$ cat config.mk
export PLATFORM = sky130hd
export DESIGN_NAME = pll_coef_calc
export DESIGN_NICKNAME = d
export VERILOG_FILES = /design/src/rtl/pll_coef_pkg.sv /design/src/rtl/pll_band_check.sv /design/src/rtl/pll_div_select.sv /design/src/rtl/pll_frac_div.sv /design/src/rtl/pll_coef_calc.sv
export SDC_FILE = /design/constraint.sdc
export NUM_CORES = 1
export LEC_CHECK = 0
export BUFFER_PORTS_ARGS = -buffer_cell sky130_fd_sc_hd__buf_2
export CAP_MARGIN = 20
export CORE_ASPECT_RATIO = 0.5
export CORE_MARGIN = 2
export CORE_UTILIZATION = 40
export CTS_BUF_LIST = sky130_fd_sc_hd__clkbuf_8
export CTS_CLUSTER_DIAMETER = 150
export DETAILED_ROUTE_END_ITERATION = 7
export PLACE_DENSITY = 0.63
export SLEW_MARGIN = 20
export SYNTH_ARGS = -nofsm -noshare
export SYNTH_HDL_FRONTEND = slang
export SYNTH_SLANG_ARGS = --single-unit
$ cat constraint.sdc
create_clock -name clk_i -period 5.9 [get_ports clk_i]
set_input_delay 1.18 -clock clk_i [delete_from_list [all_inputs] [get_ports clk_i]]
set_output_delay 1.18 -clock clk_i [all_outputs]
set_load 0.1 [all_outputs]
$ cat src/rtl/pll_coef_pkg.sv
package pll_coef_pkg;

  localparam int NUM_CAND = 8;

  typedef struct packed {
    logic       post;
    logic [1:0] mode;
  } div_sel_t;

  typedef enum logic [1:0] {
    ST_IDLE = 2'd0,
    ST_SEL  = 2'd1,
    ST_DIV  = 2'd2
  } calc_state_t;

  // priority order: default /8 first, then ascending factor, post 0 before post 1
  function automatic div_sel_t cand_sel(input int idx);
    div_sel_t s;
    case (idx)
      0:       s = div_sel_t'{post: 1'b0, mode: 2'b10};
      1:       s = div_sel_t'{post: 1'b0, mode: 2'b00};
      2:       s = div_sel_t'{post: 1'b0, mode: 2'b01};
      3:       s = div_sel_t'{post: 1'b1, mode: 2'b00};
      4:       s = div_sel_t'{post: 1'b1, mode: 2'b01};
      5:       s = div_sel_t'{post: 1'b0, mode: 2'b11};
      6:       s = div_sel_t'{post: 1'b1, mode: 2'b10};
      default: s = div_sel_t'{post: 1'b1, mode: 2'b11};
    endcase
    return s;
  endfunction

  function automatic logic [4:0] div_factor(input div_sel_t s);
    logic [4:0] base;
    case (s.mode)
      2'b00:   base = 5'd2;
      2'b01:   base = 5'd4;
      2'b10:   base = 5'd8;
      default: base = 5'd12;
    endcase
    return s.post ? (base << 1) : base;
  endfunction

endpackage

$ cat src/rtl/pll_band_check.sv
module pll_band_check
  import pll_coef_pkg::*;
#(
  parameter int          FREQ_W  = 32,
  parameter int unsigned BAND_LO = 90_000_000,
  parameter int unsigned BAND_HI = 100_000_000,
  parameter int          F2_W    = 27,
  parameter int          IDX     = 0
) (
  input  logic [FREQ_W-1:0] tgt_i,
  output logic              hit_o,
  output div_sel_t          sel_o,
  output logic [F2_W-1:0]   f2_o
);
  localparam int P_W = FREQ_W + 5;
  localparam div_sel_t SEL = cand_sel(IDX);
  localparam logic [4:0] FAC = div_factor(SEL);

  logic [P_W-1:0] prod;

  assign prod  = P_W'(tgt_i) * P_W'(FAC);
  assign hit_o = (prod >= P_W'(BAND_LO)) && (prod <= P_W'(BAND_HI));
  assign sel_o = SEL;
  assign f2_o  = prod[F2_W-1:0];
endmodule

$ cat src/rtl/pll_div_select.sv
module pll_div_select
  import pll_coef_pkg::*;
#(
  parameter int          FREQ_W  = 32,
  parameter int unsigned BAND_LO = 90_000_000,
  parameter int unsigned BAND_HI = 100_000_000,
  parameter int          F2_W    = 27
) (
  input  logic [FREQ_W-1:0] tgt_i,
  output logic              found_o,
  output div_sel_t          sel_o,
  output logic [F2_W-1:0]   f2_o
);
  logic [NUM_CAND-1:0] hit;
  div_sel_t            sel_a [NUM_CAND];
  logic [F2_W-1:0]     f2_a  [NUM_CAND];

  for (genvar g = 0; g < NUM_CAND; g++) begin : g_cand
    pll_band_check #(
      .FREQ_W (FREQ_W),
      .BAND_LO(BAND_LO),
      .BAND_HI(BAND_HI),
      .F2_W   (F2_W),
      .IDX    (g)
    ) u_chk (
      .tgt_i(tgt_i),
      .hit_o(hit[g]),
      .sel_o(sel_a[g]),
      .f2_o (f2_a[g])
    );
  end

  // lowest index wins
  always_comb begin
    found_o = 1'b0;
    sel_o   = '0;
    f2_o    = '0;
    for (int i = NUM_CAND - 1; i >= 0; i--) begin
      if (hit[i]) begin
        found_o = 1'b1;
        sel_o   = sel_a[i];
        f2_o    = f2_a[i];
      end
    end
  end
endmodule

$ cat src/rtl/pll_frac_div.sv
module pll_frac_div #(
  parameter int FREQ_W = 32,
  parameter int F2_W   = 27,
  parameter int FRAC_W = 22
) (
  input  logic              clk_i,
  input  logic              rst_ni,
  input  logic              load_i,
  input  logic [F2_W-1:0]   f2_i,
  input  logic [FREQ_W-1:0] dvr_i,
  output logic              valid_o,
  output logic [F2_W+FRAC_W-1:0] quot_o
);
  localparam int Q_W   = F2_W + FRAC_W;
  localparam int CNT_W = $clog2(Q_W);

  logic [Q_W-1:0]    dvd_q;
  logic [Q_W-1:0]    quo_q;
  logic [FREQ_W-1:0] rem_q;
  logic [FREQ_W-1:0] dvr_q;
  logic [CNT_W-1:0]  cnt_q;
  logic              run_q;
  logic              valid_q;

  logic [FREQ_W:0]   trial;
  logic              ge;

  assign trial = {rem_q, dvd_q[Q_W-1]};
  assign ge    = trial >= {1'b0, dvr_q};

  always_ff @(posedge clk_i or negedge rst_ni) begin
    if (!rst_ni) begin
      dvd_q   <= '0;
      quo_q   <= '0;
      rem_q   <= '0;
      dvr_q   <= '0;
      cnt_q   <= '0;
      run_q   <= 1'b0;
      valid_q <= 1'b0;
    end else begin
      valid_q <= 1'b0;
      if (load_i) begin
        dvd_q <= {f2_i, {FRAC_W{1'b0}}};
        quo_q <= '0;
        rem_q <= '0;
        dvr_q <= dvr_i;
        cnt_q <= CNT_W'(Q_W - 1);
        run_q <= 1'b1;
      end else if (run_q) begin
        dvd_q <= dvd_q << 1;
        quo_q <= {quo_q[Q_W-2:0], ge};
        rem_q <= ge ? FREQ_W'(trial - {1'b0, dvr_q}) : trial[FREQ_W-1:0];
        if (cnt_q == '0) begin
          run_q   <= 1'b0;
          valid_q <= 1'b1;
        end else begin
          cnt_q <= cnt_q - 1'b1;
        end
      end
    end
  end

  assign valid_o = valid_q;
  assign quot_o  = quo_q;
endmodule

$ cat src/rtl/pll_coef_calc.sv
module pll_coef_calc
  import pll_coef_pkg::*;
#(
  parameter int          FREQ_W  = 32,
  parameter int          FRAC_W  = 22,
  parameter int unsigned BAND_LO = 90_000_000,
  parameter int unsigned BAND_HI = 100_000_000,
  localparam int         F2_W    = $clog2(BAND_HI + 1)
) (
  input  logic              clk_i,
  input  logic              rst_ni,
  input  logic              start_i,
  input  logic [FREQ_W-1:0] ref_hz_i,
  input  logic [FREQ_W-1:0] tgt_hz_i,
  output logic [1:0]        mode_o,
  output logic              post_o,
  output logic [F2_W-1:0]   n_o,
  output logic [FRAC_W-1:0] k_o,
  output logic              done_o,
  output logic              err_o
);
  localparam int Q_W = F2_W + FRAC_W;

  calc_state_t       state_q;
  logic [FREQ_W-1:0] ref_q;
  logic [FREQ_W-1:0] tgt_q;
  div_sel_t          sel_q;

  logic              busy_w;
  logic              in_div_w;
  logic              found_w;
  div_sel_t          sel_w;
  logic [F2_W-1:0]   f2_w;
  logic              div_load_w;
  logic              div_valid_w;
  logic [Q_W-1:0]    quot_w;

  assign busy_w     = (state_q != ST_IDLE);
  assign in_div_w   = (state_q == ST_DIV);
  assign div_load_w = (state_q == ST_SEL) && found_w;

  pll_div_select #(
    .FREQ_W (FREQ_W),
    .BAND_LO(BAND_LO),
    .BAND_HI(BAND_HI),
    .F2_W   (F2_W)
  ) u_sel (
    .tgt_i  (tgt_q),
    .found_o(found_w),
    .sel_o  (sel_w),
    .f2_o   (f2_w)
  );

  pll_frac_div #(
    .FREQ_W(FREQ_W),
    .F2_W  (F2_W),
    .FRAC_W(FRAC_W)
  ) u_div (
    .clk_i  (clk_i),
    .rst_ni (rst_ni),
    .load_i (div_load_w),
    .f2_i   (f2_w),
    .dvr_i  (ref_q),
    .valid_o(div_valid_w),
    .quot_o (quot_w)
  );

  always_ff @(posedge clk_i or negedge rst_ni) begin
    if (!rst_ni) begin
      state_q <= ST_IDLE;
      ref_q   <= '0;
      tgt_q   <= '0;
      sel_q   <= '0;
      mode_o  <= '0;
      post_o  <= 1'b0;
      n_o     <= '0;
      k_o     <= '0;
      done_o  <= 1'b0;
      err_o   <= 1'b0;
    end else begin
      done_o <= 1'b0;
      if (!busy_w) begin
        if (start_i) begin
          ref_q <= ref_hz_i;
          tgt_q <= tgt_hz_i;
          if (ref_hz_i == '0) begin
            done_o <= 1'b1;
            err_o  <= 1'b1;
            mode_o <= '0;
            post_o <= 1'b0;
            n_o    <= '0;
            k_o    <= '0;
          end else begin
            state_q <= ST_SEL;
          end
        end
      end else if (in_div_w) begin
        if (div_valid_w) begin
          done_o  <= 1'b1;
          err_o   <= 1'b0;
          mode_o  <= sel_q.mode;
          post_o  <= sel_q.post;
          n_o     <= quot_w[Q_W-1:FRAC_W];
          k_o     <= quot_w[FRAC_W-1:0];
          state_q <= ST_IDLE;
        end
      end else begin
        if (found_w) begin
          sel_q   <= sel_w;
          state_q <= ST_DIV;
        end else begin
          done_o  <= 1'b1;
          err_o   <= 1'b1;
          mode_o  <= '0;
          post_o  <= 1'b0;
          n_o     <= '0;
          k_o     <= '0;
          state_q <= ST_IDLE;
        end
      end
    end
  end
endmodule

==> results_dict.tcl <==
set metrics [dict create \
    outcome "finished, final reports clean" \
    grt_pass1_vias 14952 \
    dp.cells 2580 \
    drv_cap 0 \
    grt_pass1_wl_mm 82.28 \
    cts_root_buffer "clkbuf_8" \
    ys_async_sr_fraction_pct 100.0 \
    synth.distinct_cells 92 \
    critPathBufInv 2 \
    required_ns 6.35 \
    final_cell_count_no_fill 2658 \
    stdcell_area_um2 20050 \
    dieArea_um2 46520 \
    wl_mm 50.61 \
    crit_top_cell "or3_1" \
    critical_path.startpoint_type "flip-flop" \
    drtPass1Iterations 5 \
    drc 0 \
    nNetsFinal 2232 \
    fin_tns_setup_ns 0 \
    grt_start_max_net_pins 123 \
    fillers 4212 \
    crit_fanout 54 \
    h-tree-depth 2 \
    num_io_pins 121 \
    synthesis.area_um2 17880 \
    topRoutingLayerUsed "met4" \
    synth_warnings 0 \
    routedWlPerCell_um 19.04 \
    cp.arrival_ns 6.00 \
    fin_crit_sh_pct 94.02 \
    post_cts_buffers 0 \
    synth-main-ff-cell "dfrtp_1" \
    wl_met2_mm 22.63 \
    wl_met3_mm 2.624 \
    p_leak_uw 0.009445 \
    synth-edff-count 0 \
    rsz0062_at_grt "no" \
    total_power_uw 12880 \
    ys_ff_latch 270 \
    hp-class "flip-flop to flip-flop" \
    syn_nets 2138 \
    port_buffers 120 \
    setup_viol 0 \
    antenna_left 0 \
    worstMarginPinSlew_ns 1.100 \
    synth-seq-area-share_pct 37.78 \
    finClkSkew_ns 0.02022 \
    cts_hold_buf 0 \
    postSynthCellCount 1943 \
    critical_path.max_stage_delay_ns 0.63 \
    maxSlewViolCount 0 \
    clkSinkCount 270 \
    die_h_um 153.5 \
    path_delay_family "compound AO/OA/AOI/OAI gates" \
    worst-setup-path-type "flip-flop to flip-flop" \
    viasPerCell 5.783 \
    antenna_found_initial 2 \
    gp_congestion 0.9372 \
    via_count 15372 \
    critPathCaptureType "flip-flop" \
    max_slew_margin_pct 26.66 \
    clkLatencyLatePin_ns 0.58 \
    clk_pin_slew_ns 0.06 \
    syn2layout_area_growth_pct 12.08 \
    cp_cell_sequence "inv_1, ha_1, nand2_1, or3_1, o211ai_1, a21oi_1, xnor2_2, or3_1, o32a_1, or4_1, a31oi_1, nand3_1, o21a_2, buf_12, a22o_1" \
    syn_area_per_cell_um2 9.205 \
    max_freq_mhz 180.3 \
    rows 54 \
    drive_gt1_share_pct 14.12 \
    vdd_ir_drop_max_mv 0.2988 \
    slowest_stage "ha_1" \
    core-area_um2 43850 \
    grt_overflow_total 0 \
    min_period_ns 5.547 \
    clockBufferDepth 3 \
    cts_resized 0 \
    hold_viol_final 0 \
    drtIter0Drc 1402 \
    powerDensity_nw_per_um2 642.8 \
    grtUsageTotal_pct 21.68 \
    cts_tree "done" \
    die-width_um 303.0 \
    drt-met1-wl_mm 23.94 \
    cts_made_buffers 43 \
    placed_area_um2 19170 \
    dpl.hpwl_mm 36.62 \
    start_util_pct 40.79 \
]
[power by group]
part,internal [uW],total (uW),switching [uW]
Sequential,2490,3100,607
Combinational,3240,8150,4910
Clock,864,1640,772
Total,6600,12900,6290
[worst register-to-register path, delay by kind of cell (launching register included)]
kind	cells	cell delay, ns
and+or+nand+nor	5	1.61
adders and majority gates	1	0.63
AOI/OAI and AO/OA	6	1.99
buffers and inverters	2	0.43
xor gates and xnor gates	1	0.29
DFF	1	0.51
[registers in the layout, indices dropped and copies added (netlist names), 3 cells and up]
name          flops
k_o              22
u_div.rem_q      32
ref_q            32
u_div.quot_o     49
n_o              27
sel_q             3
u_div.dvr_q      32
u_div.dvd_q      26
tgt_q            32
u_div.cnt_q       6
[stage by stage]
stage / hold WS (ns) / utilization, % / worst slack (ns)
after detailed placement: 0.4514 / 43.72 / 0.3981
after global placement: 0.4625 / 43.72 / 0.3452
after global routing: 0.5072 / 45.71 / 0.04178
final: 0.4714 / 45.71 / 0.3529
after CTS: 0.4655 / 45.67 / 0.3865
after floorplan: 0.4280 / - / 1.402
[logic make-up after synthesis]
family	after synthesis	share of synthesized area, %
AO/OA/AOI/OAI	610	23.74
AND/OR/NAND/NOR	537	14.73
flip-flops	270	37.78
buffers and inverters	222	4.953
adder cells (fa/ha/maj)	128	9.039
multiplexers	125	7.262
XOR/XNOR	51	2.498
[synth_stat cells (23+ instances only)]
library cell | instances | share of area [%]
a31oi_1 | 35 | 1.2
nand4_1 | 28 | 0.98
nand3_1 | 31 | 0.87
a211oi_1 | 68 | 2.9
a21oi_1 | 95 | 2.7
nor3_1 | 23 | 0.64
nand2_1 | 154 | 3.2
mux2_2 | 38 | 2.4
mux2i_1 | 87 | 4.9
ha_1 | 126 | 8.8
a21o_1 | 27 | 1.1
buf_2 | 33 | 0.92
clkbuf_1 | 74 | 1.6
xnor2_1 | 39 | 1.9
o21ai_0 | 103 | 2.9
dfrtp_1 | 270 | 38
o21ai_1 | 29 | 0.81
nor2b_1 | 34 | 1.2
a22o_1 | 56 | 2.7
inv_1 | 109 | 2.3
nor2_1 | 148 | 3.1
[path summary, 6_finish.rpt]
check	start	end	slack (ns)	cells past startpoint
min reg2reg	u_div.valid_o$_DFF_PN0_	state_q[1]$_DFFE_PN0P_	0.47	1
min in group asynchronous	rst_ni	u_div.dvr_q[14]$_DFFE_PN0P_	0.69	1
max in group asynchronous	rst_ni	u_div.run_q$_DFF_PN0_	4.03	2
min	u_div.valid_o$_DFF_PN0_	state_q[1]$_DFFE_PN0P_	0.47	1
max	tgt_q[8]$_DFFE_PN0P_	k_o[14]$_DFFE_PN0P_	0.35	15
max reg2reg	tgt_q[8]$_DFFE_PN0P_	k_o[14]$_DFFE_PN0P_	0.35	15
[cells in the final DEF, fill, tap and decap left out, types with 19 or more instances in the layout]
cell type | Yosys | routed
nand2_1 | 154 | 154
o21ai_0 | 103 | 103
nand4_1 | 28 | 28
a31oi_1 | 35 | 35
o211ai_1 | 22 | 22
nor4_1 | 22 | 22
nor3_1 | 23 | 23
dfrtp_1 | 270 | 269
a21o_1 | 27 | 27
nor2_1 | 148 | 148
inv_1 | 109 | 128
a21oi_1 | 95 | 95
buf_4 | 3 | 35
nand3_1 | 31 | 31
ha_1 | 126 | 126
clkbuf_8 | 0 | 50
xnor2_1 | 39 | 38
mux2_2 | 38 | 38
o21a_1 | 20 | 19
a211oi_1 | 68 | 68
nor2b_1 | 34 | 34
a22o_1 | 56 | 56
o21ai_1 | 29 | 29
mux2i_1 | 87 | 87
buf_2 | 33 | 119
[layout make-up]
cell class,count,area [um^2],share of cell area (%)
clock buffer,50,688.2,3.433
clock inverter,26,170.2,0.8489
sequential,270,6760,33.72
antenna,2,5.005,0.02497
inverter,110,412.9,2.060
timing repair buffer,161,993.5,4.956
tap,588,735.7,3.670
multi-input combinational,1451,10280,51.28
[routing by layer]
metal / up-vias / track usage (%)
met2: 434 / 33.72
met3: 102 / 2.826
met1: 7492 / 31.21
met4: 0 / 6.967
li1: 7344 / -
met5: - / 0
(Power assumes the default switching activity.)
